[config.mk]
export PLATFORM = sky130hd
export DESIGN_NAME = itblk_seq
export DESIGN_NICKNAME = d
export VERILOG_FILES = /design/src/rtl/itblk_pkg.sv /design/src/rtl/itblk_cond_eval.sv /design/src/rtl/itblk_open_dec.sv /design/src/rtl/itblk_state_reg.sv /design/src/rtl/itblk_seq.sv
export SDC_FILE = /design/constraint.sdc
export NUM_CORES = 1
export LEC_CHECK = 0
export ABC_AREA = 1
export BUFFER_PORTS_ARGS = -buffer_cell sky130_fd_sc_hd__buf_2
export CAP_MARGIN = 20
export CORE_MARGIN = 5
export CORE_UTILIZATION = 46
export CTS_CLUSTER_SIZE = 40
export DETAILED_ROUTE_END_ITERATION = 6
export PLACE_DENSITY = 0.83
export SLEW_MARGIN = 20
export SYNTH_ARGS = -nofsm -noshare
export SYNTH_HDL_FRONTEND = slang
export SYNTH_SLANG_ARGS = --single-unit
[constraint.sdc]
create_clock -name clk -period 3.3 [get_ports clk]
set_clock_uncertainty 0.05 [all_clocks]
set_input_delay 0.66 -clock clk [delete_from_list [all_inputs] [get_ports clk]]
set_output_delay 0.66 -clock clk [all_outputs]
set_load 0.02 [all_outputs]
[src/rtl/itblk_pkg.sv]
// Shared constants and helpers for the conditional block sequencer.
// Assumes 4-bit condition codes and an 8-bit state word.
package itblk_pkg;
    localparam int CW     = 4;              // condition width
    localparam int MW     = 4;              // mask width
    localparam int SW     = CW + MW;        // state width
    localparam int MAXLEN = MW;             // slots per block
    localparam logic [CW-1:0] COND_AL = 4'b1110;

    typedef logic [SW-1:0] blk_state_t;

    // Current slot condition held in a state word.
    function automatic logic [CW-1:0] st_cond(input blk_state_t s);
        return s[SW-1:MW];
    endfunction

    // True while a block is active.
    function automatic logic st_active(input blk_state_t s);
        return |s[MW-1:0];
    endfunction
endpackage

[src/rtl/itblk_cond_eval.sv]
// Evaluates a 4-bit condition code against {N,Z,C,V}.
// Assumes codes 14 and 15 both pass unconditionally.
module itblk_cond_eval
    import itblk_pkg::*;
(
    input  logic [CW-1:0] cond,
    input  logic [3:0]    nzcv,
    output logic          pass
);
    logic n, z, c, v, base;

    assign {n, z, c, v} = nzcv;

    // Select the base test from the upper three bits, then invert on bit 0.
    always_comb begin
        unique case (cond[3:1])
            3'd0:    base = z;
            3'd1:    base = c;
            3'd2:    base = n;
            3'd3:    base = v;
            3'd4:    base = c & ~z;
            3'd5:    base = (n == v);
            3'd6:    base = ~z & (n == v);
            default: base = 1'b1;
        endcase
        pass = (cond[3:1] == 3'd7) ? 1'b1 : (base ^ cond[0]);
    end
endmodule

[src/rtl/itblk_open_dec.sv]
// Turns a block-opening request into its initial state word and flags a
// malformed always-condition opening. Assumes len is length minus one.
module itblk_open_dec
    import itblk_pkg::*;
(
    input  logic [CW-1:0]     cond,
    input  logic [1:0]        len,
    input  logic [MAXLEN-2:0] els,
    output blk_state_t        init,
    output logic              bad_al
);
    localparam int LW = MW + 1;    // slot bit plus mask

    logic [LW-1:0]     low;
    logic [MAXLEN-2:0] used;

    // Build the slot bits and the end marker for the requested length.
    always_comb begin
        low      = '0;
        low[LW-1] = cond[0];
        for (int i = 1; i < MAXLEN; i++) begin
            used[i-1] = (i <= int'(len));
            if (used[i-1]) low[LW-1-i] = cond[0] ^ els[i-1];
        end
        low[LW-2-int'(len)] = 1'b1;
        init   = {cond[CW-1:1], low};
        bad_al = (cond == COND_AL) && |(els & used);
    end
endmodule

[src/rtl/itblk_state_reg.sv]
// Holds the block state word with priority load > stall > open > advance.
// Assumes control inputs are already qualified by the top module.
module itblk_state_reg
    import itblk_pkg::*;
(
    input  logic       clk,
    input  logic       rst_n,
    input  logic       ld,
    input  logic       ld_ok,
    input  blk_state_t ld_val,
    input  logic       hold,
    input  logic       open_take,
    input  blk_state_t open_val,
    input  logic       adv,
    output blk_state_t st_q
);
    // Update the state word once per clock.
    always_ff @(posedge clk) begin
        if (!rst_n)                  st_q <= '0;
        else if (ld)                 st_q <= ld_ok ? ld_val : '0;
        else if (hold)               st_q <= st_q;
        else if (open_take)          st_q <= open_val;
        else if (adv) begin
            if (st_q[2:0] == 3'b000) st_q <= '0;
            else                     st_q <= {st_q[SW-1:MW+1], st_q[MW:0] << 1};
        end
    end
endmodule

[src/rtl/itblk_seq.sv]
// Top of the conditional execution block sequencer: tracks the active
// block, drives per-instruction conditions and the execute bit, and flags
// illegal openings, nesting and entries. Assumes one issue per cycle.
module itblk_seq
    import itblk_pkg::*;
(
    input  logic          clk,
    input  logic          rst_n,
    input  logic          open_vld,
    input  logic [3:0]    open_cond,
    input  logic [1:0]    open_len,
    input  logic [2:0]    open_else,
    input  logic          iss_vld,
    input  logic          iss_bkpt,
    input  logic          iss_cbz,
    input  logic          stall,
    input  logic [3:0]    flags,
    input  logic          st_load,
    input  logic          st_exret,
    input  logic [7:0]    st_in,
    output logic [7:0]    st_out,
    output logic          in_blk,
    output logic [3:0]    cur_cond,
    output logic          exec_ok,
    output logic          bad_open,
    output logic          bad_nest,
    output logic          bad_entry
);
    blk_state_t st_q, open_init;
    logic       al_bad, pass, open_take, adv;

    itblk_open_dec u_dec (
        .cond   (open_cond),
        .len    (open_len),
        .els    (open_else),
        .init   (open_init),
        .bad_al (al_bad)
    );

    itblk_cond_eval u_eval (
        .cond (cur_cond),
        .nzcv (flags),
        .pass (pass)
    );

    // Qualify opening and retire events.
    always_comb begin
        in_blk    = st_active(st_q);
        cur_cond  = in_blk ? st_cond(st_q) : COND_AL;
        open_take = open_vld & ~stall & ~in_blk & ~al_bad;
        adv       = iss_vld & ~stall & in_blk;
    end

    // Drive execute decision and fault flags.
    always_comb begin
        exec_ok   = ~in_blk | pass | iss_bkpt;
        bad_open  = open_vld & ~stall & ~in_blk & al_bad;
        bad_nest  = in_blk & ~stall & (open_vld | (iss_vld & iss_cbz));
        bad_entry = st_load & ~st_exret & (|st_in[3:0]);
    end

    itblk_state_reg u_st (
        .clk       (clk),
        .rst_n     (rst_n),
        .ld        (st_load),
        .ld_ok     (st_exret),
        .ld_val    (st_in),
        .hold      (stall),
        .open_take (open_take),
        .open_val  (open_init),
        .adv       (adv),
        .st_q      (st_q)
    );

    assign st_out = st_q;
endmodule

Yosys cells after proc, flatten, opt, wreduce, memory -nomap -nowiden. Index checks and enable logic that the tools add are counted.

Add/sub/neg operators: 1. Magnitude comparators: 5. Equality and inequality tests: 10. Multiplexer cells: 14. Bitwise operators: 27. Reduce and logical (&&, ||, !) cells: 11.

Operators by type and width (count): 2-to-1 mux 8 bit (6); greater-or-equal comparator 32 x 1 -> 1 bit, second input constant (1); < comparator 32 x 5 -> 1 bit, second input constant (1); AND 1 bit (13); equality test 3 bit, second input constant (4); OR reduction 4 bit (2); one-hot mux 1 bit (7 select lines) (1); equality test 3 x 2 -> 1 bit, second input constant (2); logical NOT 3 bit (2); nonzero test 3 bit (2); 2-to-1 mux 1 bit (5); NOT 1 bit (5); OR 5 bit (1); equality test 4 bit, second input constant (1); less-or-equal comparator 2 bit, first input constant (2); 2-to-1 mux 4 bit (1); XOR 1 bit (4); AND 3 bit (1); demux 1 bit (select 3 bit) (1); equality test 3 x 1 -> 1 bit, second input constant (1); OR 1 bit (3); AND reduction 3 bit (1); OR reduction 3 bit (1); subtractor 2 x 2 -> 3 bit, first input constant (1); 5 further kinds (6).

Bits in registers: 8. Input port bits: 30.

Depth between registers and ports, before layout.
Word-level depth: 9. Gate-level depth with buffers: 12.

Modules after synthesis. A second synthesis with hierarchy kept.

Cells, all modules: 173. Area total of the unflattened synthesis: 918.4 µm².

Modules (own cells, without submodules): itblk_state_reg (times used 1, cells an instance 87, area each 518.0 µm²); itblk_open_dec (times used 1, cells an instance 28, area each 141.4 µm²); itblk_cond_eval (times used 1, cells an instance 29, area each 133.9 µm²); itblk_seq (times used 1, cells an instance 29, area each 125.1 µm²).

Least setup slack after synthesis. No wires, ideal clock.

Path type: register to output. From: register u_st.st_q[3]. To: output exec_ok. Data arrival time: 1.468 ns. Setup slack: 1.122 ns. Stages on the path, launching flop included: 13. Buffers on the path: 0. Path through: dfxtp_1 > nor2_2 > nand2_4 > nand2_2 > nand2_1 > nand2_1 > nand2_1 > nand2_1 > nand2_1 > nand2_1 > nand2_1 > nand2_1 > nand2_1.

Cells in the longest elaborated chain, start to end: 8.

Ends and longest elaborated chain: from (decl) (line itblk_state_reg.sv:15) `output blk_state_t st_q`; from (signal assigned) (line itblk_state_reg.sv:20) `else if (ld) st_q <= ld_ok ? ld_val : '0;`; from (signal assigned) (line itblk_state_reg.sv:21) `else if (hold) st_q <= st_q;`; from (signal assigned) (line itblk_state_reg.sv:22) `else if (open_take) st_q <= open_val;`; OR reduction 4 bit (*) (line itblk_pkg.sv:19) `return |s[MW-1:0];`; via in_blk (line itblk_seq.sv:22) `output logic in_blk,`; 2-to-1 mux 4 bit (*) (line itblk_seq.sv:49) `cur_cond = in_blk ? st_cond(st_q) : COND_AL;`; via cur_cond[2] (line itblk_seq.sv:23) `output logic [3:0] cur_cond,`; equality test 3 bit (tied with other cells) (line itblk_cond_eval.sv:16) `unique case (cond[3:1])`; one-hot mux 1 bit (7 select lines) (line itblk_cond_eval.sv:16); XOR 1 bit (line itblk_cond_eval.sv:26) `pass = (cond[3:1] == 3'd7) ? 1'b1 : (base ^ cond[0]);`; 2-to-1 mux 1 bit (*) (line itblk_cond_eval.sv:26); OR 1 bit (*) (2 in series) (line itblk_seq.sv:56) `exec_ok = ~in_blk | pass | iss_bkpt;`; to (decl) (line itblk_seq.sv:24) `output logic exec_ok,`.

Mark *: on every way through the listed nets, which the timed path passes. The rest lies on a longest branch.

Worst setup path after layout.
From: register u_st.st_q[0]. To: output exec_ok.

Cells in the longest elaborated chain, start to end: 8.

Ends and longest elaborated chain (line): OR reduction 4 bit (*) (itblk_pkg.sv:19); 2-to-1 mux 4 bit (itblk_seq.sv:49); equality test 3 bit (tied with other cells) (itblk_cond_eval.sv:16); one-hot mux 1 bit (7 select lines) (itblk_cond_eval.sv:16); XOR 1 bit (itblk_cond_eval.sv:26); 2-to-1 mux 1 bit (itblk_cond_eval.sv:26); OR 1 bit (*) (2 in series) (itblk_seq.sv:56).

Mark *: on every way between the ends. The rest lies on a longest branch, timed or not.

==> results.yml <==
synthesis:
  synth.ff_latch_count: 8
  async_flop_share_pct: 0
  yosys.cell_types.count: 23
  synth_edf_count: 0
  top_reg_cell_synth: "sky130_fd_sc_hd__dfxtp_1"
  synth.net_count: 168
  seq_area_frac_synth_pct: 19.5
  synthesis.yosys.warnings: 0
  syn-mean-instance-area_sq_um: 5.95
  synthesis.area_sq_um: 821
  synthesis.instances: 138
critical_path:
  cp-startpoint: "u_st.st_q[0]"
  setup.worst_path.end_class: "output pin"
  crit-reg2reg-launch: "u_st.st_q[0]"
  cp-start-kind: "register"
  setup.worst_path.class: "register to output pin"
  critPathMaxFanout: 10
  critPathRequiredTime_ns: 2.59
  timing.rr.end: "u_st.st_q[7]"
  cp.arrival_ns: 1.64
  r2r_cells: 7
  rrSetupSlack_ns: 1.88
  worst_setup_path_endpoint: "exec_ok"
placed_design:
  port_buffers: 46
  gp_congestion: 0.867
  detailed_place_hpwl_mm: 1.96
  place_worst_setup_slack_ns: 1.07
clock_network:
  clock_path_buffers: 2
  clk_pin_slew_ns: 0.05
  cts_made_buffers: 3
  post_cts_resized: 0
  tritoncts_clock_tree: "yes"
  worst_skew_pair.late_latency_ns: 0.25
  cts.root.buffer_cell: "sky130_fd_sc_hd__clkbuf_4"
  cts-hold-fix-buffers: 0
  depth_of_the_cts_h_tree: 1
  post-cts-setup-buffers: 0
  clock_sinks: 8
global_route:
  met2_usage_pct: 31.2
  use_met3_pct: 3.70
  total_track_usage_pct: 17.9
  grt_overflow: 0
  grt_start_max_net_pins: 11
  grt_first_pass_wirelength_mm: 3.73
  grt_pass1_vias: 930
  gr-usage-met1_pct: 21.6
  grt_busiest_layer: "met2"
  grt_antenna_before_repair: 0
timing:
  max_clock_freq_mhz: 425
  finalSetupViolCount: 0
  timing.final.crit_period_ns: 2.35
  slew_headroom_pct: 85.0
  finalWorstSetupSlack_ns: 0.947
  slew_violations: 0
  grt_setup_unrepaired: "no"
  finalHoldViolCount: 0
  worst-slew-pin-transition_ns: 0.223
  period_share_pct: 71.3
  final_setup_tns_ns: 0
drt:
  detail_route.wirelength_mm: 2.24
  routed-via-count: 1033
  final_antenna_net_count: 0
  post_drt_wl_per_cell_um: 10.6
  drcViolationCount: 0
  dr.pass1.iters: 4
  detail_route.iter0.violations: 19
  vias_per_cell: 4.87
floorplanning:
  top_level_ports: 47
  number_of_standard_cell_rows_in_the_floorplan: 15
  coreArea_sq_um: 1710
  design.die.area_sq_um: 2730
  starting_density_pct: 48.1
  die_w_um: 52.2
  dieHeight_um: 52.2
cells_and_area:
  layout_commonest_cell: "sky130_fd_sc_hd__buf_2"
  reg.largest.list: "u_st.st_q (8)"
  n_fill_cell: 168
  largest-register: "u_st.st_q"
  finalNetCount: 219
  drive_above_1_share_pct: 36.9
  most_frequent_cells_in_the_layout: "46 x sky130_fd_sc_hd__buf_2, 38 x sky130_fd_sc_hd__nand2_1, 18 x sky130_fd_sc_hd__inv_1"
  num_antenna_cells: 0
  max_ffs_per_register: 8
  post-route-util_pct: 64.7
  area_growth_pct: 34.6
worst_hold_path:
  hold_path_class: "register to register"
  worst_hold_startpoint: "u_st.st_q[5]"
power:
  cellLeakagePower_nw: 0.604
  power.density_cell_area_nw_per_um2: 351
  power.ir.vdd_worst_mv: 0.186
job:
  drv.max_cap_violation_count: 0
outcome:
  outcome: "complete, no violations"
==> power by group <==
group / internal (mW) / switching [mW]
clock: 0.0415 / 0.0312
combinational: 0.0716 / 0.131
sequential: 0.105 / 0.00747
==> worst min-delay path by stage <==
stage	to	slack [ns]	depth (start not counted)
final	u_st.st_q[5]	0.44	2
after detailed placement	u_st.st_q[5]	0.43	2
after CTS	u_st.st_q[5]	0.44	2
after global placement	u_st.st_q[5]	0.42	2
after floorplan	u_st.st_q[5]	0.50	2
after global routing	u_st.st_q[5]	0.47	2
==> worst max-delay path, cell delays in order, from the launching register on <==
cell                      delay [ns]
sky130_fd_sc_hd__dfxtp_1        0.32
sky130_fd_sc_hd__nor2_2         0.18
sky130_fd_sc_hd__nand2_4        0.16
sky130_fd_sc_hd__o21ai_2        0.12
sky130_fd_sc_hd__nor2_1         0.07
sky130_fd_sc_hd__o21ai_1        0.12
sky130_fd_sc_hd__nand2_1        0.08
sky130_fd_sc_hd__nand2_1        0.07
sky130_fd_sc_hd__nand2_1        0.04
sky130_fd_sc_hd__nand2_1        0.05
sky130_fd_sc_hd__nand2_1        0.04
sky130_fd_sc_hd__buf_2          0.15
==> Yosys cell counts (3+ instances only) <==
cell | instances | share of area, %
sky130_fd_sc_hd__o21ai_1 | 7 | 4.3
sky130_fd_sc_hd__nor2_1 | 11 | 5.0
sky130_fd_sc_hd__inv_1 | 18 | 8.2
sky130_fd_sc_hd__inv_2 | 6 | 2.7
sky130_fd_sc_hd__dfxtp_1 | 8 | 20
sky130_fd_sc_hd__nand2_4 | 4 | 5.5
sky130_fd_sc_hd__a21boi_0 | 3 | 2.7
sky130_fd_sc_hd__nor2_2 | 3 | 2.3
sky130_fd_sc_hd__a21oi_1 | 13 | 7.9
sky130_fd_sc_hd__o21ai_0 | 6 | 3.7
sky130_fd_sc_hd__nor3_1 | 3 | 1.8
sky130_fd_sc_hd__nand2_1 | 38 | 17
sky130_fd_sc_hd__nand3_1 | 6 | 3.7
==> per-layer routing <==
layer / vias to the layer above / part of all wire [%]
met2: 35 / 47
met3: 4 / 8.5
met4: 0 / 1.1
met1: 447 / 43
met5: - / 0
li1: 547 / -
==> stage by stage <==
stage                     cell area (sq um)  hold WS (ns)  instances  power (mW)
after global routing                   1100         0.474        212       0.422
after global placement                 1080         0.422        209       0.314
after detailed placement               1080         0.432        209       0.318
after CTS                              1100         0.440        212       0.393
after floorplan                         821         0.502        138       0.254
final                                  1100         0.443        212       0.388
==> cell families (layout without fill, tap and decap cells) <==
| group | after synthesis | count (layout) | share of synthesized area, % |
|---|---|---|---|
| AO/OA/AOI/OAI | 34 | 34 | 26.5 |
| XOR/XNOR | 1 | 1 | 1.07 |
| buffers and inverters | 24 | 73 | 11.0 |
| flip-flops | 8 | 8 | 19.5 |
| AND/OR/NAND/NOR | 71 | 71 | 41.9 |
==> area by class of cell <==
class / instances / area [sq um] / area share [%]
clock buffers: 3 / 22.5 / 2.04
inverters: 24 / 90.1 / 8.15
multi-input cells: 106 / 571 / 51.6
flip-flops and latches: 8 / 160 / 14.5
well taps: 25 / 31.3 / 2.83
repair buffers: 46 / 230 / 20.8
Power figures use the tool's default switching activity.
